`config.mk`:
```
export PLATFORM = sky130hd
export DESIGN_NAME = spi_reg_slave
export DESIGN_NICKNAME = d
export VERILOG_FILES = /design/src/rtl/spi_reg_pkg.sv /design/src/rtl/spi_sync.sv /design/src/rtl/spi_frame.sv /design/src/rtl/spi_reg_bank.sv /design/src/rtl/spi_reg_slave.sv
export SDC_FILE = /design/constraint.sdc
export NUM_CORES = 1
export LEC_CHECK = 0
export BUFFER_PORTS_ARGS = -buffer_cell sky130_fd_sc_hd__clkbuf_2
export CAP_MARGIN = 20
export CORE_MARGIN = 2
export CORE_UTILIZATION = 55
export DETAILED_ROUTE_END_ITERATION = 16
export PLACE_DENSITY = 0.81
export SKIP_CTS_REPAIR_TIMING = 1
export SLEW_MARGIN = 0
export SYNTH_ARGS = -nofsm -noshare
export SYNTH_HDL_FRONTEND = slang
export SYNTH_SLANG_ARGS = --single-unit
```
`constraint.sdc`:
```
create_clock -name clk_i -period 3.3 [get_ports clk_i]
set_input_delay 0.33 -clock clk_i [delete_from_list [all_inputs] [get_ports clk_i]]
set_output_delay 0.33 -clock clk_i [all_outputs]
set_load 0.02 [all_outputs]
```
`src/rtl/spi_reg_pkg.sv`:
```
package spi_reg_pkg;
  localparam int unsigned CMD_W    = 8;
  localparam int unsigned DATA_W   = 32;
  localparam int unsigned ADDR_W   = CMD_W - 1;
  localparam int unsigned NUM_REGS = 12;
  localparam int unsigned IO_W     = 8;
  localparam int unsigned ACT_W    = 3;

  localparam int unsigned A_ID       = 0;
  localparam int unsigned A_CNT      = 1;
  localparam int unsigned A_POS_LO   = 2;
  localparam int unsigned A_CFG_BASE = 3;
  localparam int unsigned CFG_N      = 5;
  localparam int unsigned A_POS_HI   = 8;
  localparam int unsigned A_ACT      = 9;
  localparam int unsigned A_IO_NEXT  = 10;
  localparam int unsigned A_IO_NOW   = 11;

  localparam logic [31:0] ID_VALUE = 32'hCAFE_A51C;

  function automatic bit reg_writable(input int unsigned a);
    return (a >= A_CFG_BASE && a < A_CFG_BASE + CFG_N) ||
           a == A_ACT || a == A_IO_NEXT || a == A_IO_NOW;
  endfunction
endpackage

```
`src/rtl/spi_sync.sv`:
```
module spi_sync #(
  parameter int unsigned WIDTH  = 3,
  parameter int unsigned STAGES = 2,
  parameter logic [WIDTH-1:0] RST_VAL = '0
) (
  input  logic             clk_i,
  input  logic             rst_ni,
  input  logic [WIDTH-1:0] d_i,
  output logic [WIDTH-1:0] q_o
);
  logic [WIDTH-1:0] stg_q [STAGES];

  for (genvar s = 0; s < STAGES; s++) begin : g_stg
    always_ff @(posedge clk_i or negedge rst_ni) begin
      if (!rst_ni) stg_q[s] <= RST_VAL;
      else if (s == 0) stg_q[s] <= d_i;
      else stg_q[s] <= stg_q[(s == 0) ? 0 : s-1];
    end
  end

  assign q_o = stg_q[STAGES-1];
endmodule

```
`src/rtl/spi_frame.sv`:
```
module spi_frame #(
  parameter int unsigned CMD_W  = 8,
  parameter int unsigned DATA_W = 32,
  localparam int unsigned ADDR_W  = CMD_W - 1,
  localparam int unsigned FRAME_W = CMD_W + DATA_W,
  localparam int unsigned CNT_W   = $clog2(FRAME_W + 2)
) (
  input  logic              clk_i,
  input  logic              rst_ni,
  input  logic              sck_i,
  input  logic              cs_ni,
  input  logic              mosi_i,
  input  logic [DATA_W-1:0] rd_data_i,
  output logic [ADDR_W-1:0] rd_addr_o,
  output logic              miso_o,
  output logic              wr_en_o,
  output logic [ADDR_W-1:0] wr_addr_o,
  output logic [DATA_W-1:0] wr_data_o
);
  logic              sck_d, cs_d;
  logic [CNT_W-1:0]  bit_cnt;
  logic [CMD_W-1:0]  cmd_q;
  logic [DATA_W-1:0] rx_sr, tx_sr;
  logic              tx_on;
  logic              rise, fall, cs_rise;

  assign rise    = sck_i & ~sck_d & ~cs_ni;
  assign fall    = ~sck_i & sck_d & ~cs_ni;
  assign cs_rise = cs_ni & ~cs_d;

  always_ff @(posedge clk_i or negedge rst_ni) begin
    if (!rst_ni) begin
      sck_d     <= 1'b1;
      cs_d      <= 1'b1;
      bit_cnt   <= '0;
      cmd_q     <= '0;
      rx_sr     <= '0;
      tx_sr     <= '0;
      tx_on     <= 1'b0;
      wr_en_o   <= 1'b0;
      wr_addr_o <= '0;
      wr_data_o <= '0;
    end else begin
      sck_d   <= sck_i;
      cs_d    <= cs_ni;
      wr_en_o <= 1'b0;
      if (cs_ni) begin
        bit_cnt <= '0;
        tx_on   <= 1'b0;
        // commit only full-length write frames
        if (cs_rise && bit_cnt == CNT_W'(FRAME_W) && cmd_q[CMD_W-1]) begin
          wr_en_o   <= 1'b1;
          wr_addr_o <= cmd_q[ADDR_W-1:0];
          wr_data_o <= rx_sr;
        end
      end else begin
        if (rise) begin
          rx_sr <= {rx_sr[DATA_W-2:0], mosi_i};
          if (bit_cnt <= CNT_W'(FRAME_W)) bit_cnt <= bit_cnt + 1'b1;
          if (bit_cnt == CNT_W'(CMD_W-1)) cmd_q <= {rx_sr[CMD_W-2:0], mosi_i};
        end
        if (fall) begin
          if (bit_cnt == CNT_W'(CMD_W)) begin
            tx_sr <= rd_data_i;
            tx_on <= ~cmd_q[CMD_W-1];
          end else if (bit_cnt > CNT_W'(CMD_W) && bit_cnt < CNT_W'(FRAME_W)) begin
            tx_sr <= {tx_sr[DATA_W-2:0], 1'b0};
          end
        end
      end
    end
  end

  assign rd_addr_o = cmd_q[ADDR_W-1:0];
  assign miso_o    = tx_on & tx_sr[DATA_W-1];
endmodule

```
`src/rtl/spi_reg_bank.sv`:
```
module spi_reg_bank
  import spi_reg_pkg::*;
#(
  parameter int unsigned DW  = DATA_W,
  parameter int unsigned AW  = ADDR_W,
  parameter int unsigned NR  = NUM_REGS,
  parameter int unsigned IOW = IO_W,
  parameter int unsigned AXW = ACT_W,
  localparam int unsigned CN = CFG_N
) (
  input  logic                  clk_i,
  input  logic                  rst_ni,
  input  logic                  wr_en_i,
  input  logic [AW-1:0]         wr_addr_i,
  input  logic [DW-1:0]         wr_data_i,
  input  logic [AW-1:0]         rd_addr_i,
  output logic [DW-1:0]         rd_data_o,
  input  logic [DW-1:0]         cnt_i,
  input  logic [DW-1:0]         pos_lo_i,
  input  logic [DW-1:0]         pos_hi_i,
  input  logic [IOW-1:0]        io_snap_i,
  input  logic [IOW-1:0]        io_live_i,
  output logic [CN-1:0][DW-1:0] cfg_o,
  output logic [2*IOW-1:0]      io_next_o,
  output logic [2*IOW-1:0]      io_now_o,
  output logic [AXW-1:0]        act_o,
  output logic [NR-1:0]         wr_stb_o
);
  logic [NR-1:0] stb_d;

  for (genvar g = 0; g < NR; g++) begin : g_stb
    localparam bit WR_OK = reg_writable(g);
    assign stb_d[g] = WR_OK && wr_en_i && (wr_addr_i == AW'(g));
  end

  always_ff @(posedge clk_i or negedge rst_ni) begin
    if (!rst_ni) begin
      cfg_o     <= '0;
      io_next_o <= '0;
      io_now_o  <= '0;
      act_o     <= '0;
      wr_stb_o  <= '0;
    end else begin
      wr_stb_o <= stb_d;
      act_o    <= stb_d[A_ACT] ? wr_data_i[AXW-1:0] : '0;
      for (int k = 0; k < CN; k++)
        if (stb_d[A_CFG_BASE+k]) cfg_o[k] <= wr_data_i;
      if (stb_d[A_IO_NEXT]) io_next_o <= wr_data_i[2*IOW-1:0];
      if (stb_d[A_IO_NOW])  io_now_o  <= wr_data_i[2*IOW-1:0];
    end
  end

  always_comb begin
    rd_data_o = '0;
    if (rd_addr_i == AW'(A_ID))     rd_data_o = DW'(ID_VALUE);
    if (rd_addr_i == AW'(A_CNT))    rd_data_o = cnt_i;
    if (rd_addr_i == AW'(A_POS_LO)) rd_data_o = pos_lo_i;
    if (rd_addr_i == AW'(A_POS_HI)) rd_data_o = pos_hi_i;
    if (rd_addr_i == AW'(A_IO_NEXT)) rd_data_o = DW'(io_snap_i);
    if (rd_addr_i == AW'(A_IO_NOW))  rd_data_o = DW'(io_live_i);
    for (int k = 0; k < CN; k++)
      if (rd_addr_i == AW'(A_CFG_BASE + k)) rd_data_o = cfg_o[k];
  end
endmodule

```
`src/rtl/spi_reg_slave.sv`:
```
module spi_reg_slave
  import spi_reg_pkg::*;
(
  input  logic                clk_i,
  input  logic                rst_ni,
  input  logic                sck_i,
  input  logic                cs_ni,
  input  logic                mosi_i,
  output logic                miso_o,
  input  logic [DATA_W-1:0]   cnt_i,
  input  logic [DATA_W-1:0]   pos_lo_i,
  input  logic [DATA_W-1:0]   pos_hi_i,
  input  logic [IO_W-1:0]     io_snap_i,
  input  logic [IO_W-1:0]     io_live_i,
  output logic [DATA_W-1:0]   trig_period_o,
  output logic [DATA_W-1:0]   trig_count_o,
  output logic [DATA_W-1:0]   pulse_width_o,
  output logic [DATA_W-1:0]   half_period_o,
  output logic [DATA_W-1:0]   clk_edges_o,
  output logic [IO_W-1:0]     io_next_val_o,
  output logic [IO_W-1:0]     io_next_dir_o,
  output logic [IO_W-1:0]     io_val_o,
  output logic [IO_W-1:0]     io_dir_o,
  output logic                act_pos_o,
  output logic                act_start_o,
  output logic                act_trig_o,
  output logic [NUM_REGS-1:0] wr_stb_o
);
  logic [2:0]                 pins_s;
  logic                       wr_en;
  logic [ADDR_W-1:0]          wr_addr, rd_addr;
  logic [DATA_W-1:0]          wr_data, rd_data;
  logic [CFG_N-1:0][DATA_W-1:0] cfg;
  logic [2*IO_W-1:0]          io_next, io_now;
  logic [ACT_W-1:0]           act;

  // order: sck, cs_n, mosi; idle high on clock and select
  spi_sync #(.WIDTH(3), .STAGES(2), .RST_VAL(3'b110)) u_sync (
    .clk_i (clk_i),
    .rst_ni(rst_ni),
    .d_i   ({sck_i, cs_ni, mosi_i}),
    .q_o   (pins_s)
  );

  spi_frame #(.CMD_W(CMD_W), .DATA_W(DATA_W)) u_frame (
    .clk_i    (clk_i),
    .rst_ni   (rst_ni),
    .sck_i    (pins_s[2]),
    .cs_ni    (pins_s[1]),
    .mosi_i   (pins_s[0]),
    .rd_data_i(rd_data),
    .rd_addr_o(rd_addr),
    .miso_o   (miso_o),
    .wr_en_o  (wr_en),
    .wr_addr_o(wr_addr),
    .wr_data_o(wr_data)
  );

  spi_reg_bank u_bank (
    .clk_i    (clk_i),
    .rst_ni   (rst_ni),
    .wr_en_i  (wr_en),
    .wr_addr_i(wr_addr),
    .wr_data_i(wr_data),
    .rd_addr_i(rd_addr),
    .rd_data_o(rd_data),
    .cnt_i    (cnt_i),
    .pos_lo_i (pos_lo_i),
    .pos_hi_i (pos_hi_i),
    .io_snap_i(io_snap_i),
    .io_live_i(io_live_i),
    .cfg_o    (cfg),
    .io_next_o(io_next),
    .io_now_o (io_now),
    .act_o    (act),
    .wr_stb_o (wr_stb_o)
  );

  assign trig_period_o = cfg[0];
  assign trig_count_o  = cfg[1];
  assign pulse_width_o = cfg[2];
  assign half_period_o = cfg[3];
  assign clk_edges_o   = cfg[4];
  assign io_next_val_o = io_next[IO_W-1:0];
  assign io_next_dir_o = io_next[2*IO_W-1:IO_W];
  assign io_val_o      = io_now[IO_W-1:0];
  assign io_dir_o      = io_now[2*IO_W-1:IO_W];
  assign act_pos_o     = act[0];
  assign act_start_o   = act[1];
  assign act_trig_o    = act[2];
endmodule

```
# After elaboration in Yosys (flattened, before gate mapping)
# Index checks and enable logic that the tools add are counted.
# W data, S select, Z words.
# op_classes
n_addsub	1
n_lt_le_gt_ge	3
n_eq_ne	21
n_mux	22
bitwise	11
reduce_logical	23
# ops
cell	n
$mux W32	13
$eq A7 B3 Y1 const B	8
$eq A7 B4 Y1 const B	6
$eq A7 B2 Y1 const B	3
$mux W6	3
$logic_and A1 B1 Y1	11
$reduce_bool A2 Y1	5
$reduce_and A2 Y1	4
$eq A7 B1 Y1 const B	1
$logic_not A7 Y1	1
$add A6 B1 Y6 const B	1
$and A1 B1 Y1	6
$eq A6 B3 Y1 const B	1
$eq A6 B4 Y1 const B	1
$eq A6 B6 Y1 const B	1
$gt A6 B4 Y1 const B	1
$le A6 B6 Y1 const B	1
$lt A6 B6 Y1 const B	1
$reduce_and A3 Y1	2
$mux W1	5
$not A1 Y1	5
$mux W3	1
# word_totals
register_bits	330
in_bits	117
out_inout_bits	208
wordCells	102

# Logic depth before layout (Yosys ltp)
# Gate-level depths: netlist (run 1).
# depth
word_depth	13
depth_mapped	8

# Cells and area by module
# From an unflattened synthesis (run 1), not the netlist that was laid out.
# unflattened
cells_unflattened	1259
area_unflattened_um2	15551.2
# modules_own_cells
module	n_inst	cells_per_inst	area_each_um2	seq_area_each_um2
spi_reg_bank	1	828	10157.2	5079.9
spi_frame	1	422	5216.3	3030.4
spi_sync	1	9	177.7	155.1

# Least setup slack after synthesis (run 1)
# No wires, ideal clock.
# synth_path
kind	reg2reg
startpoint	register u_frame.wr_addr_o[5]
endpoint	register u_bank.io_next_o[10]
t_arrival_ps	2218
required_time_ps	3175
path_slack_ps	957
path_stages_with_launch	7
path_buffers	2
cell_sequence	dfrtp_1 or4b_4 or3b_4 or3b_1 buf_6 buf_12 mux2_4
# synth_via
elab_chain_cells	2
# synth_rtl
item	line	text
from (decl)	spi_frame.sv:17	output logic [ADDR_W-1:0] wr_addr_o,
from (signal assigned)	spi_frame.sv:53	wr_addr_o <= cmd_q[ADDR_W-1:0];
$eq A7 B4 Y1	spi_reg_bank.sv:33	assign stb_d[g] = WR_OK && wr_en_i && (wr_addr_i == AW'(g));
$logic_and A1 B1 Y1	spi_reg_bank.sv:33	
to (signal assigned)	spi_reg_bank.sv:48	if (stb_d[A_IO_NEXT]) io_next_o <= wr_data_i[2*IOW-1:0];
to (decl)	spi_reg_bank.sv:24	output logic [2*IOW-1:0] io_next_o,
# No other way between the ends.
# A chain may end at the register's enable or synchronous reset.

# Worst setup path in the final report (run 1)
# layout_path
startpoint	register u_frame.wr_addr_o[5]
endpoint	register u_bank.cfg_o[55] in the netlist's numbering
# layout_via
elab_chain_cells	2
# layout_rtl
item	line	text
$eq A7 B3 Y1	spi_reg_bank.sv:33	
$logic_and A1 B1 Y1	spi_reg_bank.sv:33	
to (signal, indexed assignment)	spi_reg_bank.sv:47	if (stb_d[A_CFG_BASE+k]) cfg_o[k] <= wr_data_i;
to (decl)	spi_reg_bank.sv:23	output logic [CN-1:0][DW-1:0] cfg_o,
# No other way between the ends.

==> flow_metrics.env, run 1 <==
export IMPL_drt_iter0_markers=1379
export IMPL_root_buffer="sky130_fd_sc_hd__clkbuf_16"
export IMPL_yosys_mux_area_fraction_pct=22.5
export IMPL_final_setup_viol_count=0
export IMPL_clk_path_buf_depth=3
export IMPL_status="completed"
export IMPL_ys_async_sr_fraction_pct=100
export IMPL_switching_component_of_the_power_mw=1.80
export IMPL_slew_headroom_pct=26.6
export IMPL_fp_row_count=60
export IMPL_synth_enable_flop_cells=0
export IMPL_via_count=12100
export IMPL_holdCritStartpoint="pos_lo_i[4]"
export IMPL_seqPwrFrac_pct=49.9
export IMPL_grt_setup_unrepaired="no"
export IMPL_timing_critical_path_to_type="register"
export IMPL_mappedNetlistArea_um2=15000
export IMPL_grt_pass1_wl_um=72400
export IMPL_drc_errors=0
export IMPL_netSwitchingFraction_pct=21.5
export IMPL_worstHoldEndpoint="u_frame.tx_sr[4]"
export IMPL_post_synthesis_instance_total=1195
export IMPL_wl_met2_um=22400
export IMPL_worst_r2r_path_depth=5
export IMPL_initial_core_util_pct=55.8
export IMPL_period_minus_slack_ns=2.76
export IMPL_cts_num_sinks=330
export IMPL_yosysWarningCount=0
export IMPL_global_route_usage_over_all_layers_pct=33.4
export IMPL_slew_viol_final=0
export IMPL_worstPathRequired_ns=3.68
export IMPL_postRouteWirelength_um=48500
export IMPL_fp_dieW_um=169
export IMPL_post_layout_nets=1630
export IMPL_beginning_of_the_worst_register_to_register_path="u_frame.wr_addr_o[5]"
export IMPL_ys_seq_area_share_pct=55.2
export IMPL_most_used_flip_flop_cell_after_synthesis="sky130_fd_sc_hd__dfrtp_1"
export IMPL_p_per_area_nw_per_um2=458
export IMPL_synth_compound_area_share_pct=12.3
export IMPL_layout_area_overhead_vs_synth_pct=22.0
export IMPL_timing_max_cap_violations=0
export IMPL_layout_worst_path_cycle_share_pct=83.5
export IMPL_critical_path_cell_count=5
export IMPL_crit_path_start_kind="register"
export IMPL_fin_tns_setup_ns=0
export IMPL_route_detailed_vias_per_inst=6.48
export IMPL_path_clk_slew_ns=0.06
export IMPL_largest_net_degree_at_the_start_of_global_routing=107
export IMPL_grt_antenna_before_repair=0
export IMPL_average_wire_per_cell_in_the_routed_design_um=25.9
export IMPL_utilization_pct=68.1
export IMPL_critical_path_top_delay_family="simple AND/OR/NAND/NOR gates"
export IMPL_p_clk_share_pct=47.0
export IMPL_cpMaxStageDelayCell="sky130_fd_sc_hd__or3_2"
export IMPL_clock_fmax_ghz=0.363
export IMPL_p_leak_nw=9.19
export IMPL_synth_simple_gate_area_share_pct=6.62
export IMPL_clock_skew_ns=0.0177
export IMPL_grt_overflow_total=0
export IMPL_post_synth_xor_xnor_area_pct=0.234
export IMPL_post_synth_cell_types=64
export IMPL_clk_latency_ns=0.51
export IMPL_fin_hold_ws_ns=0.290
export IMPL_number_of_stages_on_the_worst_hold_path=4
export IMPL_synth_seq_cells=330
export IMPL_cp_num_buf_inv=0
export IMPL_timing_setup_critical_path_class="register to register"
export IMPL_cts_buffers=35
export IMPL_antenna_cells_inserted=0
export IMPL_path_max_fanout=33
export IMPL_first_global_vias=12100
export IMPL_met3_wirelength_um=5070
export IMPL_critPathArrivalTime_ns=3.14
export IMPL_timing_reg2reg_setup_slack_ns=0.54
export IMPL_synth_top_family_by_area="multiplexers"
export IMPL_antenna_left=0
export IMPL_cp_slowest_stage_delay_ns=0.92
export IMPL_cts_tree="yes"
export IMPL_chipHeight_um=169
export IMPL_highest_signal_layer="met4"
export IMPL_drt_pass1_iterations=8
export IMPL_finalHoldViolCount=0
export IMPL_io_buffers=320
export IMPL_worstReg2RegEnd="u_bank.cfg_o[55]"
export IMPL_synth_avg_cell_area_um2=12.5
export IMPL_io_pin_count=325
export IMPL_drive_gt1_share_pct=46.6
export IMPL_ir_worst_vdd_mv=0.365
export IMPL_hold_path_class="input pin to register"
export IMPL_core_region_area_um2=26800
export IMPL_crit_path_cell_trace="or4b_4 > nor2_1 > nand2_1 > or3_2 > mux2_2"
export IMPL_slew_at_the_pin_with_the_worst_max_slew_slack_ns=1.10
export IMPL_dieArea_um2=28500
export IMPL_gp_congestion=0.903
export IMPL_power_internal_mw=6.57
export IMPL_detailed_place_hpwl_um=32700
export IMPL_cts_htree_levels=2
export IMPL_detail_route_wirelength_met1_um=19000
export IMPL_synth_adder_area_share_pct=0.167
export IMPL_combinationalPowerShare_pct=3.1
==> flip-flops by register name, summed over array words and instances, names as in the netlist <==
| name | flops |
|---|---|
| u_frame.tx_sr | 32 |
| u_frame.wr_en_o | 1 |
| u_frame.bit_cnt | 6 |
| u_frame.wr_data_o | 32 |
| u_bank.io_now_o | 16 |
| u_frame.cs_d | 1 |
| u_bank.wr_stb_o | 8 |
| u_frame.rx_sr | 32 |
| u_sync.q_o | 3 |
| u_bank.act_o | 3 |
| u_frame.sck_d | 1 |
| u_frame.cmd_q | 8 |
| u_frame.tx_on | 1 |
| u_frame.wr_addr_o | 7 |
| u_sync.stg_q | 3 |
| u_bank.cfg_o | 160 |
| u_bank.io_next_o | 16 |
==> synthesized netlist by cell type, types with 11 or more instances <==
cell | number | area share [%]
sky130_fd_sc_hd__dfrtp_1 | 324 | 54
sky130_fd_sc_hd__mux2_2 | 261 | 20
sky130_fd_sc_hd__clkbuf_1 | 71 | 1.8
sky130_fd_sc_hd__a21oi_1 | 63 | 2.1
sky130_fd_sc_hd__nand2_1 | 50 | 1.3
sky130_fd_sc_hd__o21ai_0 | 49 | 1.6
sky130_fd_sc_hd__nor2_1 | 36 | 0.90
sky130_fd_sc_hd__a221oi_1 | 25 | 1.5
sky130_fd_sc_hd__mux2i_1 | 24 | 1.6
sky130_fd_sc_hd__and3_1 | 23 | 0.96
sky130_fd_sc_hd__nand2b_1 | 22 | 0.92
sky130_fd_sc_hd__o221ai_1 | 22 | 1.3
sky130_fd_sc_hd__a22o_1 | 21 | 1.2
sky130_fd_sc_hd__o31ai_1 | 20 | 1.0
sky130_fd_sc_hd__a211oi_1 | 11 | 0.55
sky130_fd_sc_hd__inv_1 | 11 | 0.28
sky130_fd_sc_hd__nor2b_1 | 11 | 0.46
==> power groups by stage <==
stage	clock, mW	sequential, mW	combinational [mW]
floorplan	0	4.21	0.0783
global placement	0	4.23	0.252
detailed placement	0	4.24	0.257
CTS	3.96	4.16	0.259
global route	4.11	4.17	0.285
finish	3.93	4.17	0.260
==> final cells by class <==
class                      count  area [um2]
fill                        1955        8540
clock inverter                10         103
multi-input combinational    764        6330
sequential                   330        8270
tap                          341         427
clock buffer                  50        1040
timing repair buffer         367        2040
inverter                      13        48.8
==> worst max-delay path by stage <==
| stage | start | end | slack (ns) |
|---|---|---|---|
| after floorplan | u_frame.wr_addr_o[5] | u_bank.io_next_o[10] | 0.96 |
| after global placement | u_frame.wr_addr_o[5] | u_bank.cfg_o[47] | 0.67 |
| after detailed placement | u_frame.wr_addr_o[5] | u_bank.cfg_o[41] | 0.62 |
| after CTS | u_frame.wr_addr_o[5] | u_bank.cfg_o[55] | 0.58 |
| after global routing | u_frame.cmd_q[3] | u_frame.tx_sr[24] | 0.39 |
| final | u_frame.wr_addr_o[5] | u_bank.cfg_o[55] | 0.54 |
==> through the flow <==
step	area, um2	power [mW]	instances	setup WS (ns)
finish	18300	8.36	1875	0.545
global route	18300	8.57	1875	0.392
CTS	18200	8.38	1870	0.583
detailed placement	17100	4.49	1810	0.617
global placement	17100	4.48	1810	0.666
floorplan	15000	4.28	1198	0.957
==> cell families after synthesis <==
group / Yosys count
compound gates: 270
xor+xnor: 4
fa+ha+maj: 2
buf+inv: 104
flops: 330
mux: 296
other cells: 1
simple gates: 188
==> worst reg2reg max path: stages, from the launching register on <==
cell and delay (ns):
sky130_fd_sc_hd__dfrtp_1 0.38, sky130_fd_sc_hd__or4b_4 0.57, sky130_fd_sc_hd__nor2_1 0.14, sky130_fd_sc_hd__nand2_1 0.14
sky130_fd_sc_hd__or3_2 0.92, sky130_fd_sc_hd__mux2_2 0.48
==> routing by layer <==
layer,global-route usage [%],vias up
met4,14.5,0
li1,-,5074
met5,0,-
met3,7.88,146
met1,44.6,6108
met2,52.6,813
==> placed cells by master, fill, tap and decap left out, drive strengths merged, types with 3 or more instances in the layout <==
cell type	Yosys	final
and3	23	23
nor3	4	4
dfstp	6	6
mux2i	24	24
dfrtp	324	324
a22oi	5	5
dlygate4sd3	0	4
mux2	270	270
buf	20	44
a32oi	8	8
a221o	3	3
and2	6	6
nor2	37	37
nand2b	22	22
clkinv	2	9
conb	1	4
o21ai	49	49
or3	5	5
or4	3	3
a31oi	9	9
nand3	10	10
a221oi	25	25
o31ai	20	20
nor4	5	5
o211ai	9	9
a22o	21	21
nand2	50	50
o221ai	22	22
clkbuf	71	369
xnor2	4	4
a21oi	63	63
a211oi	11	11
inv	11	11
nor2b	11	11
o22ai	10	10
(Power assumes the default switching activity.)
==> run 2: changes to the inputs <==
==> constraint.sdc (replaced) <==
create_clock -name clk_i -period 2.76 [get_ports clk_i]
set_input_delay 0.276 -clock clk_i [delete_from_list [all_inputs] [get_ports clk_i]]
set_output_delay 0.276 -clock clk_i [all_outputs]
set_load 0.02 [all_outputs]
==> flow_metrics.env, run 2 (synthesis gave the netlist of run 1 again) <==
export IMPL_status="completed"
export IMPL_cts_htree_levels=2
export IMPL_first_global_vias=12100
export IMPL_worst_setup_path_start="u_frame.wr_addr_o[5]"
export IMPL_gp_congestion=0.873
export IMPL_drt_pass1_iterations=5
export IMPL_beginning_of_the_worst_register_to_register_path="u_frame.wr_addr_o[5]"
export IMPL_fp_dieW_um=169
export IMPL_post_layout_nets=1648
export IMPL_final_common_cell="sky130_fd_sc_hd__dfrtp_1"
export IMPL_slew_at_the_pin_with_the_worst_max_slew_slack_ns=0.987
export IMPL_clock_fmax_ghz=0.406
export IMPL_layout_area_overhead_vs_synth_pct=23.3
export IMPL_average_wire_per_cell_in_the_routed_design_um=25.6
export IMPL_final_setup_viol_count=0
export IMPL_layout_common_cells="sky130_fd_sc_hd__dfrtp_1 (322), sky130_fd_sc_hd__clkbuf_2 (319), sky130_fd_sc_hd__mux2_2 (261)"
export IMPL_cts_num_sinks=330
export IMPL_cp_slowest_stage_delay_ns=0.58
export IMPL_cts_buffers=34
export IMPL_clk_path_buf_depth=3
export IMPL_grt_antenna_before_repair=1
export IMPL_detailed_place_hpwl_um=33100
export IMPL_path_clk_slew_ns=0.07
export IMPL_via_count=12100
export IMPL_drive_gt1_share_pct=47.3
export IMPL_slew_viol_final=0
export IMPL_crit_path_cell_trace="or4b_4 > or3b_4 > or3b_1 > buf_4 > mux2_4"
export IMPL_root_buffer="sky130_fd_sc_hd__clkbuf_16"
export IMPL_path_max_fanout=14
export IMPL_p_per_area_nw_per_um2=549
export IMPL_postRouteWirelength_um=48400
export IMPL_cts_tree="yes"
export IMPL_ir_worst_vdd_mv=0.461
export IMPL_grt_pass1_wl_um=72300
export IMPL_fillerInstances=1940
export IMPL_period_minus_slack_ns=2.46
export IMPL_largest_net_degree_at_the_start_of_global_routing=87
export IMPL_critPathArrivalTime_ns=2.85
export IMPL_io_buffers=320
export IMPL_clk_latency_ns=0.51
export IMPL_timing_critical_path_to_type="register"
export IMPL_timing_setup_critical_path_class="register to register"
export IMPL_fp_row_count=60
export IMPL_grt_overflow_total=0
export IMPL_clock_skew_ns=0.0198
export IMPL_p_leak_nw=9.29
export IMPL_timing_max_cap_violations=0
export IMPL_largest_register="u_bank.cfg_o"
export IMPL_grt_setup_unrepaired="no"
export IMPL_drc_errors=0
export IMPL_holdCritStartpoint="pos_lo_i[4]"
export IMPL_core_region_area_um2=26800
export IMPL_finalHoldViolCount=0
export IMPL_dieArea_um2=28500
export IMPL_hold_path_class="input pin to register"
export IMPL_io_pin_count=325
export IMPL_drt_iter0_markers=1158
export IMPL_route_detailed_vias_per_inst=6.41
export IMPL_fin_hold_ws_ns=0.230
export IMPL_layout_worst_path_cycle_share_pct=89.3
export IMPL_chipHeight_um=169
export IMPL_antenna_left=0
export IMPL_crit_path_start_kind="register"
export IMPL_fin_tns_setup_ns=0
export IMPL_largest_register_ffs=160
export IMPL_global_route_usage_over_all_layers_pct=33.5
export IMPL_initial_core_util_pct=55.8
export IMPL_worstPathRequired_ns=3.15
export IMPL_cpMaxStageDelayCell="sky130_fd_sc_hd__or4b_4"
export IMPL_antenna_cells_inserted=0
export IMPL_slew_headroom_pct=34.2
[run 2: routing by layer]
layer / vias to the layer above / global-route usage, % / wire length (um)
met5: - / 0 / 17
met4: 2 / 12.8 / 1910
met3: 135 / 7.08 / 4950
met2: 804 / 52.5 / 22500
met1: 6090 / 46.4 / 19000
li1: 5109 / - / -
[run 2: worst paths after layout]
path                                       end  depth (start not counted)  slack (ns)
min                           u_frame.tx_sr[4]                          4        0.23
max                        u_bank.io_next_o[9]                          5        0.30
max in group asynchronous         u_frame.cs_d                          3        1.55
min reg2reg                      u_sync.q_o[0]                          0        0.36
max reg2reg                u_bank.io_next_o[9]                          5        0.30
min in group asynchronous    u_bank.cfg_o[100]                          2        0.36
[run 2: area by class of cell]
type	count	area (um2)	share of cell area (%)
clock buffer	49	1010	5.47
clock inverter	11	166	0.902
inverter	13	48.8	0.265
multi-input combinational	764	6330	34.3
sequential	330	8270	44.9
tap	341	427	2.31
timing repair buffer	386	2190	11.9
[run 2: report_power, final]
part           switching [mW]  leakage [nW]  internal, mW
logic                   0.168          4.30         0.137
registers              0.0750          4.41          4.90
clock network            1.91         0.581          2.92
[run 2: critical path, delay by kind of cell, from the launching register on]
family	cells	cell delay, ns
buffers and inverters	1	0.25
flip-flops	1	0.38
multiplexers	1	0.33
AND/OR/NAND/NOR	3	1.37
[run 2: through the flow]
| step | setup slack [ns] | std cells | total power, mW | utilization [%] | cell area (um2) |
|---|---|---|---|---|---|
| floorplan | 0.417 | 1198 | 5.12 | - | 15000 |
| global placement | 0.385 | 1830 | 5.35 | 64.3 | 17200 |
| detailed placement | 0.345 | 1830 | 5.36 | 64.3 | 17200 |
| CTS | 0.324 | 1890 | 10.1 | 68.7 | 18400 |
| global route | 0.244 | 1894 | 10.4 | 68.8 | 18400 |
| finish | 0.296 | 1894 | 10.1 | 68.8 | 18400 |
